--- src/rtl/tlb_pkg.sv ---
package tlb_pkg;

    localparam int VA_W   = 32;
    localparam int OFS_W  = 12;
    localparam int VPN_W  = VA_W - OFS_W;
    localparam int PPN_W  = 20;
    localparam int PA_W   = PPN_W + OFS_W;
    localparam int ASID_W = 6;
    localparam int SEG_W  = 3;

    typedef struct packed {
        logic              valid;
        logic [VPN_W-1:0]  vpn;
        logic [ASID_W-1:0] asid;
        logic [PPN_W-1:0]  ppn;
        logic              dirty;
        logic              refd;
        logic              rw;
    } tlb_entry_t;

    typedef enum logic [1:0] {
        SEG_MAPPED,
        SEG_KCACHED,
        SEG_KUNCACHED
    } seg_e;

    function automatic seg_e seg_of(input logic [SEG_W-1:0] top);
        seg_e s;
        casez (top)
            3'b100:  s = SEG_KCACHED;
            3'b101:  s = SEG_KUNCACHED;
            default: s = SEG_MAPPED;
        endcase
        return s;
    endfunction

endpackage

--- src/rtl/tlb_store.sv ---
module tlb_store
    import tlb_pkg::*;
#(
    parameter int N_ENT = 64,
    parameter int IDX_W = $clog2(N_ENT)
) (
    input  logic                    clk,
    input  logic                    rst,
    input  logic                    wr_en,
    input  logic [IDX_W-1:0]        wr_index,
    input  tlb_entry_t              wr_entry,
    input  logic                    inv_one,
    input  logic [IDX_W-1:0]        inv_index,
    input  logic                    inv_all,
    input  logic                    inv_asid_en,
    input  logic [ASID_W-1:0]       inv_asid,
    output tlb_entry_t [N_ENT-1:0]  ents
);

    for (genvar i = 0; i < N_ENT; i++) begin : g_ent
        logic kill;
        assign kill = inv_all
                    | (inv_asid_en && ents[i].asid == inv_asid)
                    | (inv_one && inv_index == IDX_W'(i));

        always_ff @(posedge clk) begin
            if (rst) begin
                ents[i].valid <= 1'b0;
            end else if (kill) begin
                ents[i].valid <= 1'b0;
            end else if (wr_en && wr_index == IDX_W'(i)) begin
                ents[i] <= wr_entry;
            end
        end
    end

endmodule

--- src/rtl/tlb_cam.sv ---
module tlb_cam
    import tlb_pkg::*;
#(
    parameter int N_ENT = 64
) (
    input  tlb_entry_t [N_ENT-1:0] ents,
    input  logic [VPN_W-1:0]       vpn,
    input  logic [ASID_W-1:0]      asid,
    output logic                   found,
    output tlb_entry_t             sel
);

    logic [N_ENT-1:0] match;

    for (genvar i = 0; i < N_ENT; i++) begin : g_cmp
        assign match[i] = ents[i].valid
                        && ents[i].vpn  == vpn
                        && ents[i].asid == asid;
    end

    // Scan from the top so the lowest matching index is the last to assign.
    always_comb begin
        found = 1'b0;
        sel   = '0;
        for (int i = N_ENT - 1; i >= 0; i--) begin
            if (match[i]) begin
                found = 1'b1;
                sel   = ents[i];
            end
        end
    end

endmodule

--- src/rtl/tlb_xlate.sv ---
module tlb_xlate
    import tlb_pkg::*;
#(
    parameter int N_ENT = 64,
    parameter int IDX_W = $clog2(N_ENT)
) (
    input  logic              clk,
    input  logic              rst,
    input  logic              req_valid,
    input  logic [VA_W-1:0]   req_vaddr,
    input  logic              req_store,
    input  logic              req_kernel,
    input  logic [ASID_W-1:0] cur_asid,
    input  logic              wr_en,
    input  logic [IDX_W-1:0]  wr_index,
    input  logic [VPN_W-1:0]  wr_vpn,
    input  logic [ASID_W-1:0] wr_asid,
    input  logic [PPN_W-1:0]  wr_ppn,
    input  logic              wr_dirty,
    input  logic              wr_refd,
    input  logic              wr_valid,
    input  logic              wr_rw,
    input  logic              inv_one,
    input  logic [IDX_W-1:0]  inv_index,
    input  logic              inv_all,
    input  logic              inv_asid_en,
    input  logic [ASID_W-1:0] inv_asid,
    output logic              resp_hit,
    output logic              resp_miss,
    output logic              resp_wprot,
    output logic              resp_addr_err,
    output logic              resp_cached,
    output logic [PA_W-1:0]   resp_paddr
);

    tlb_entry_t [N_ENT-1:0] ents;
    tlb_entry_t             wr_entry;
    tlb_entry_t             sel;
    logic                   found;
    seg_e                   seg;
    logic                   unused_sel_refd;

    assign wr_entry = '{valid: wr_valid, vpn: wr_vpn, asid: wr_asid,
                        ppn: wr_ppn, dirty: wr_dirty, refd: wr_refd,
                        rw: wr_rw};

    tlb_store #(.N_ENT(N_ENT), .IDX_W(IDX_W)) u_store (
        .clk         (clk),
        .rst         (rst),
        .wr_en       (wr_en),
        .wr_index    (wr_index),
        .wr_entry    (wr_entry),
        .inv_one     (inv_one),
        .inv_index   (inv_index),
        .inv_all     (inv_all),
        .inv_asid_en (inv_asid_en),
        .inv_asid    (inv_asid),
        .ents        (ents)
    );

    tlb_cam #(.N_ENT(N_ENT)) u_cam (
        .ents  (ents),
        .vpn   (req_vaddr[VA_W-1:OFS_W]),
        .asid  (cur_asid),
        .found (found),
        .sel   (sel)
    );

    assign seg             = seg_of(req_vaddr[VA_W-1 -: SEG_W]);
    assign unused_sel_refd = sel.refd;

    always_comb begin
        resp_hit      = 1'b0;
        resp_miss     = 1'b0;
        resp_wprot    = 1'b0;
        resp_addr_err = 1'b0;
        resp_cached   = 1'b0;
        resp_paddr    = '0;
        if (req_valid) begin
            if (seg == SEG_MAPPED) begin
                if (!found) begin
                    resp_miss = 1'b1;
                end else if (req_store && !(sel.rw && sel.dirty)) begin
                    resp_wprot = 1'b1;
                end else begin
                    resp_hit    = 1'b1;
                    resp_cached = 1'b1;
                    resp_paddr  = {sel.ppn, req_vaddr[OFS_W-1:0]};
                end
            end else if (!req_kernel) begin
                resp_addr_err = 1'b1;
            end else begin
                resp_hit    = 1'b1;
                resp_cached = (seg == SEG_KCACHED);
                resp_paddr  = PA_W'({{SEG_W{1'b0}}, req_vaddr[VA_W-SEG_W-1:0]});
            end
        end
    end

endmodule

--- config.mk ---
export PLATFORM = sky130hd
export DESIGN_NAME = tlb_xlate
export DESIGN_NICKNAME = d
export VERILOG_FILES = /design/src/rtl/tlb_pkg.sv /design/src/rtl/tlb_store.sv /design/src/rtl/tlb_cam.sv /design/src/rtl/tlb_xlate.sv
export SDC_FILE = /design/constraint.sdc
export NUM_CORES = 2
export LEC_CHECK = 0
export BUFFER_PORTS_ARGS = -buffer_cell sky130_fd_sc_hd__buf_2
export CORE_UTILIZATION = 40
export CTS_CLUSTER_DIAMETER = 50
export DETAILED_ROUTE_END_ITERATION = 6
export PLACE_DENSITY_LB_ADDON = 0.3
export SETUP_SLACK_MARGIN = 0.5
export SLEW_MARGIN = 40
export SYNTH_ARGS = -nofsm -noshare
export SYNTH_HDL_FRONTEND = slang
export SYNTH_SLANG_ARGS = --single-unit
--- constraint.sdc ---
create_clock -name clk -period 6.35 [get_ports clk]
set_input_delay 0.9525 -clock clk [delete_from_list [all_inputs] [get_ports clk]]
set_output_delay 0.9525 -clock clk [all_outputs]
set_load 0.05 [all_outputs]
==> out/metrics.sh <==
WORSTHOLDPATHTYPE='flip-flop to flip-flop'
SEQ_AREA_FRAC_SYNTH_PCT=68.9
LARGEST-REGISTER='u_store.ents'
AREA_GROWTH_PCT=20.6
SYNTH_AREA_PER_CELL_UM2=14.7
FP.DIEH_UM=584
WORST_PATH_MOST_REPEATED_CELL='buf_4'
SYNTHFLOPTYPE='edfxtp_1'
WORST_CLOCK_SKEW_NS=0.0624
DISTINCT_CELL_TYPE_COUNT_OF_THE_SYNTHESIZED_NETLIST=89
UNREPAIRED_SETUP_ENDPOINTS_AFTER_GLOBAL_ROUTING='true'
DRT_WL_TOTAL_MM=476
CRIT_PATH_CLASS='primary input to output pin'
GLOBAL_ROUTE.USAGE.TOTAL_PCT=27.1
MAX_SLEW_MARGIN_PCT=36.2
CLKPWRFRAC_PCT=44.6
TRITONCTS_CLOCK_TREE='done'
POSTLAYOUTSETUPSLACKWORST_NS=0.292
POST_ROUTE_CELLS_DRIVE_ABOVE_1_SHARE_PCT=19.6
SYN-INSTANCE-COUNT=9239
FLOORPLAN.CORE_AREA_MM2=0.337
MAPPEDNETLISTNETS=9354
WIRE_LENGTH_PER_CELL_AFTER_DETAILED_ROUTING_UM=31.8
SYNTH-ADDER-AREA-SHARE_PCT=0
CTSHTREEMAXLEVEL=5
SLOWEST_STAGE_CELL_ON_THE_CRITICAL_PATH='nor4_1'
MAXCAPVIOLCOUNT=0
SEQ_POWER_SHARE_PCT=49.6
WORSTREGTOREGCELLS=5
FRACTION_OF_SYNTHESIZED_AREA_IN_MULTIPLEXERS_PCT=0.325
SLEW_VIOLATIONS=0
MIN_FROM='u_store.ents[2199]'
SYNTHXORXNORAREAFRAC_PCT=13.2
SYNTH.TOP_CELL.AREA_SHARE_PCT=68.0
VIA_COUNT=89100
PLACE.DETAILED.INSTANCES=14200
POWER_PER_CELL_AREA_mW_PER_MM2=280
PWR-SHARE-COMB_PCT=5.8
CHIP_WIDTH_UM=584
FINAL.PERIOD_UTILIZATION_PCT=95.4
DIE_AREA_MM2=0.342
LEAKAGEPOWER_nW=52.6
WORSTHOLDENDPOINT='u_store.ents[2199]'
CTS_ROOT_BUFFER='clkbuf_16'
INITIAL_UTILIZATION_PCT=40.3
TIMING.CRITICAL_PATH.FROM_TYPE='primary input'
CELL_INTERNAL_PWR_mW=35.6
CTS.SINK_COUNT=3136
CRITICAL_PATH_REQUIRED_NS=5.40
GRT_ANTENNA_BEFORE_REPAIR=19
IO_PORT_BUFS=150
MINIMUM_CLOCK_PERIOD_AFTER_LAYOUT_NS=6.06
CTS-ROOT-TO-SINK-BUFFERS=4
STDCELL_COUNT=15000
CRIT_ARRIVAL_NS=5.11
DPL_WIRE_LENGTH_MM=304
LARGEST_REGS='u_store.ents: 3136 flops'
CRIT-REG2REG-LAUNCH='u_store.ents[2775]'
CRITICAL_PATH.ENDPOINT_TYPE='output pin'
FP-ROW-COUNT=213
DRT_ITER0_MARKERS=12300
FRACTION_OF_THE_MAPPED_NETLIST_AREA_IN_COMPOUND_GATES_PCT=7.58
GRT-OVFL-TOTAL=0
CLOCK_BUFFER_COUNT_FROM_CTS=351
CRIT_PATH_MAX_INCR_DELAY_NS=0.52
ROUTE.DETAILED.VIAS_PER_INST=5.96
NUMBER_OF_SYNTHESIZED_FLOPS_WITH_AN_ENABLE_PIN=3072
GR-MAX-USAGE-LAYER='met2'
GRT_START_MAX_NET_PINS=65
CP_CELL_SEQUENCE='buf_8 > buf_12 > buf_4 > buf_4 > xnor2_1 > nand4_1 > nor4_1 > buf_4 > nand2_1 > and3_1 > nand4_1 > nor3_2 > buf_4 > nand3b_1 > nand3b_4 > buf_12 > buf_16 > a311oi_2 > buf_4 > buf_12'
POWER_SWITCHING_SHARE_PCT=22.4
RESULT_OF_THE_RUN='completed'
SYNTH_ASYNC_SR_FLOP_SHARE_PCT=0
YS_SEQ_ELEMENTS=3136
DP_SLACK_NS=-0.365
FINALSETUPVIOLCOUNT=0
DR.PASS1.ITERS=6
SYNTH_AREA_LEADER_CELL='edfxtp_1'
FINALCOREUTILIZATION_PCT=48.6
TIGHTEST_SLEW_NS=0.957
ANTENNA_LEFT=0
NUMBER_OF_FLIP_FLOPS_UNDER_THE_LARGEST_REGISTER_NAME=3136
TNS_NS=0
CLOCK_PIN_SLEW_ON_THE_WORST_SETUP_AND_HOLD_PATHS_NS=0.06
SYN_AREA_MM2=0.136
GLOBAL_ROUTE.USAGE.MET1_PCT=37.0
TIMING.HOLD.WORST_PATH_DEPTH=2
YS.WARNINGS.COUNT=0
ROUTABILITYCONGESTION=0.920
SYNTH.TOP_CELLS.BY_COUNT='edfxtp_1, xnor2_1, xor2_1'
IO-PIN-COUNT=152
DETAIL_ROUTE.DRC_VIOLATIONS=0
FMAX_MHz=165
VDD.IR_DROP.WORST_V=0.000200
SWITCHING_POWER_mW=10.3
WORSTSKEWPAIRLATENCY_NS=0.91
R2R-END='u_store.ents[2761]'
FINALHOLDVIOLCOUNT=0
WIRE_LENGTH_OF_THE_FIRST_GLOBAL_ROUTING_PASS_MM=658
VIAS_IN_THE_FIRST_GLOBAL_ROUTE=86400
YOSYS.AREA_SHARE.SIMPLE_PCT=7.61
GRT_UTIL_MET3_PCT=5.29
R2R_SLACK_NS=3.78
USE_MET2_PCT=42.4
CRITPATHMAXFANOUT=10
MAIN_COMBINATIONAL_CELL_FAMILY_BY_AREA_AFTER_SYNTHESIS='XOR/XNOR gates'
SYNTH_AREA_LEADERS='edfxtp_1, xnor2_1, xor2_1'
SYNTH.MOST_COMMON_CELL='edfxtp_1'
FINAL_NETS=10300
-- layout by cell type (no fill, tap or decap), types with 113 or more instances in the layout --
| cell | Yosys | final |
|---|---|---|
| nor3_1 | 130 | 113 |
| clkbuf_16 | 0 | 368 |
| nand4_1 | 420 | 420 |
| o21ai_0 | 168 | 162 |
| edfxtp_1 | 3072 | 3072 |
| buf_12 | 0 | 147 |
| o221ai_1 | 158 | 149 |
| xnor2_1 | 1529 | 1514 |
| nor2_1 | 333 | 254 |
| nand2_1 | 408 | 404 |
| nand3_1 | 270 | 262 |
| o211ai_1 | 113 | 113 |
| a21oi_1 | 288 | 280 |
| buf_4 | 93 | 762 |
| xor2_1 | 517 | 515 |
-- critical path, delay by kind of cell --
kind	cells	cell delay, ns
buffers and inverters	10	1.85
AOI/OAI and AO/OA	1	0.20
and+or+nand+nor	8	1.89
xor gates and xnor gates	1	0.14
-- worst max-delay path by stage --
stage                              from        endpoint  slack, ns  depth (start not counted)
after global routing      req_vaddr[31]  resp_paddr[22]       0.23                         21
after detailed placement  req_vaddr[18]  resp_paddr[20]      -0.36                         20
after global placement    req_vaddr[18]  resp_paddr[16]      -0.43                         21
final                       cur_asid[3]  resp_paddr[31]       0.29                         20
after CTS                 req_vaddr[27]  resp_paddr[31]       0.17                         18
after floorplan             cur_asid[0]  resp_paddr[12]       0.63                         16
-- per-layer routing --
layer | vias to the layer above | routed length, µm
met5 | - | 0
met4 | 0 | 22100
met3 | 923 | 53200
met2 | 5398 | 217000
met1 | 45500 | 184000
li1 | 37200 | -
-- power groups by stage --
| stage | logic [mW] | clock network (mW) | registers, mW |
|---|---|---|---|
| global placement | 2.35 | 0 | 23.2 |
| detailed placement | 2.39 | 0 | 23.2 |
| finish | 2.64 | 20.5 | 22.8 |
| CTS | 2.44 | 20.6 | 22.8 |
| global route | 2.67 | 21.4 | 22.8 |
| floorplan | 1.03 | 0 | 23.2 |
-- cell families (layout without fill, tap and decap cells) --
| group | after synthesis | in the layout |
|---|---|---|
| other cells | 0 | 7 |
| mux | 43 | 43 |
| simple gates | 1984 | 1984 |
| flops | 3136 | 3136 |
| xor+xnor | 2046 | 2046 |
| buf+inv | 622 | 1820 |
| compound gates | 1408 | 1408 |
-- timing repair --
| item | 4_1_cts | 5_1_grt |
|---|---|---|
| buffers inserted | 21 | 115 |
| hold buffers | 0 | 0 |
| endpoints found under the setup margin | 36 | 35 |
| resized for setup | 175 | 362 |
| cloned | 6 | 7 |
| pin swaps | 19 | 89 |
-- metrics by stage --
stage	area [µm²]	hold slack [ns]	power (mW)
6_report	164000	0.465	45.9
5_1_grt	164000	0.475	46.8
4_1_cts	161000	0.455	45.8
3_5_place_dp	148000	0.447	25.6
3_3_place_gp	148000	0.442	25.6
2_1_floorplan	136000	0.435	24.2
-- area by class of cell --
class | count | area [µm²]
multi-input combinational | 5481 | 41300
clock buffer | 445 | 9490
inverter | 74 | 283
tap | 4515 | 5650
antenna | 7 | 17.5
sequential | 3136 | 93500
timing repair buffer | 1114 | 11500
clock inverter | 187 | 1990
fill | 28400 | 173000
(Power assumes the default switching activity.)
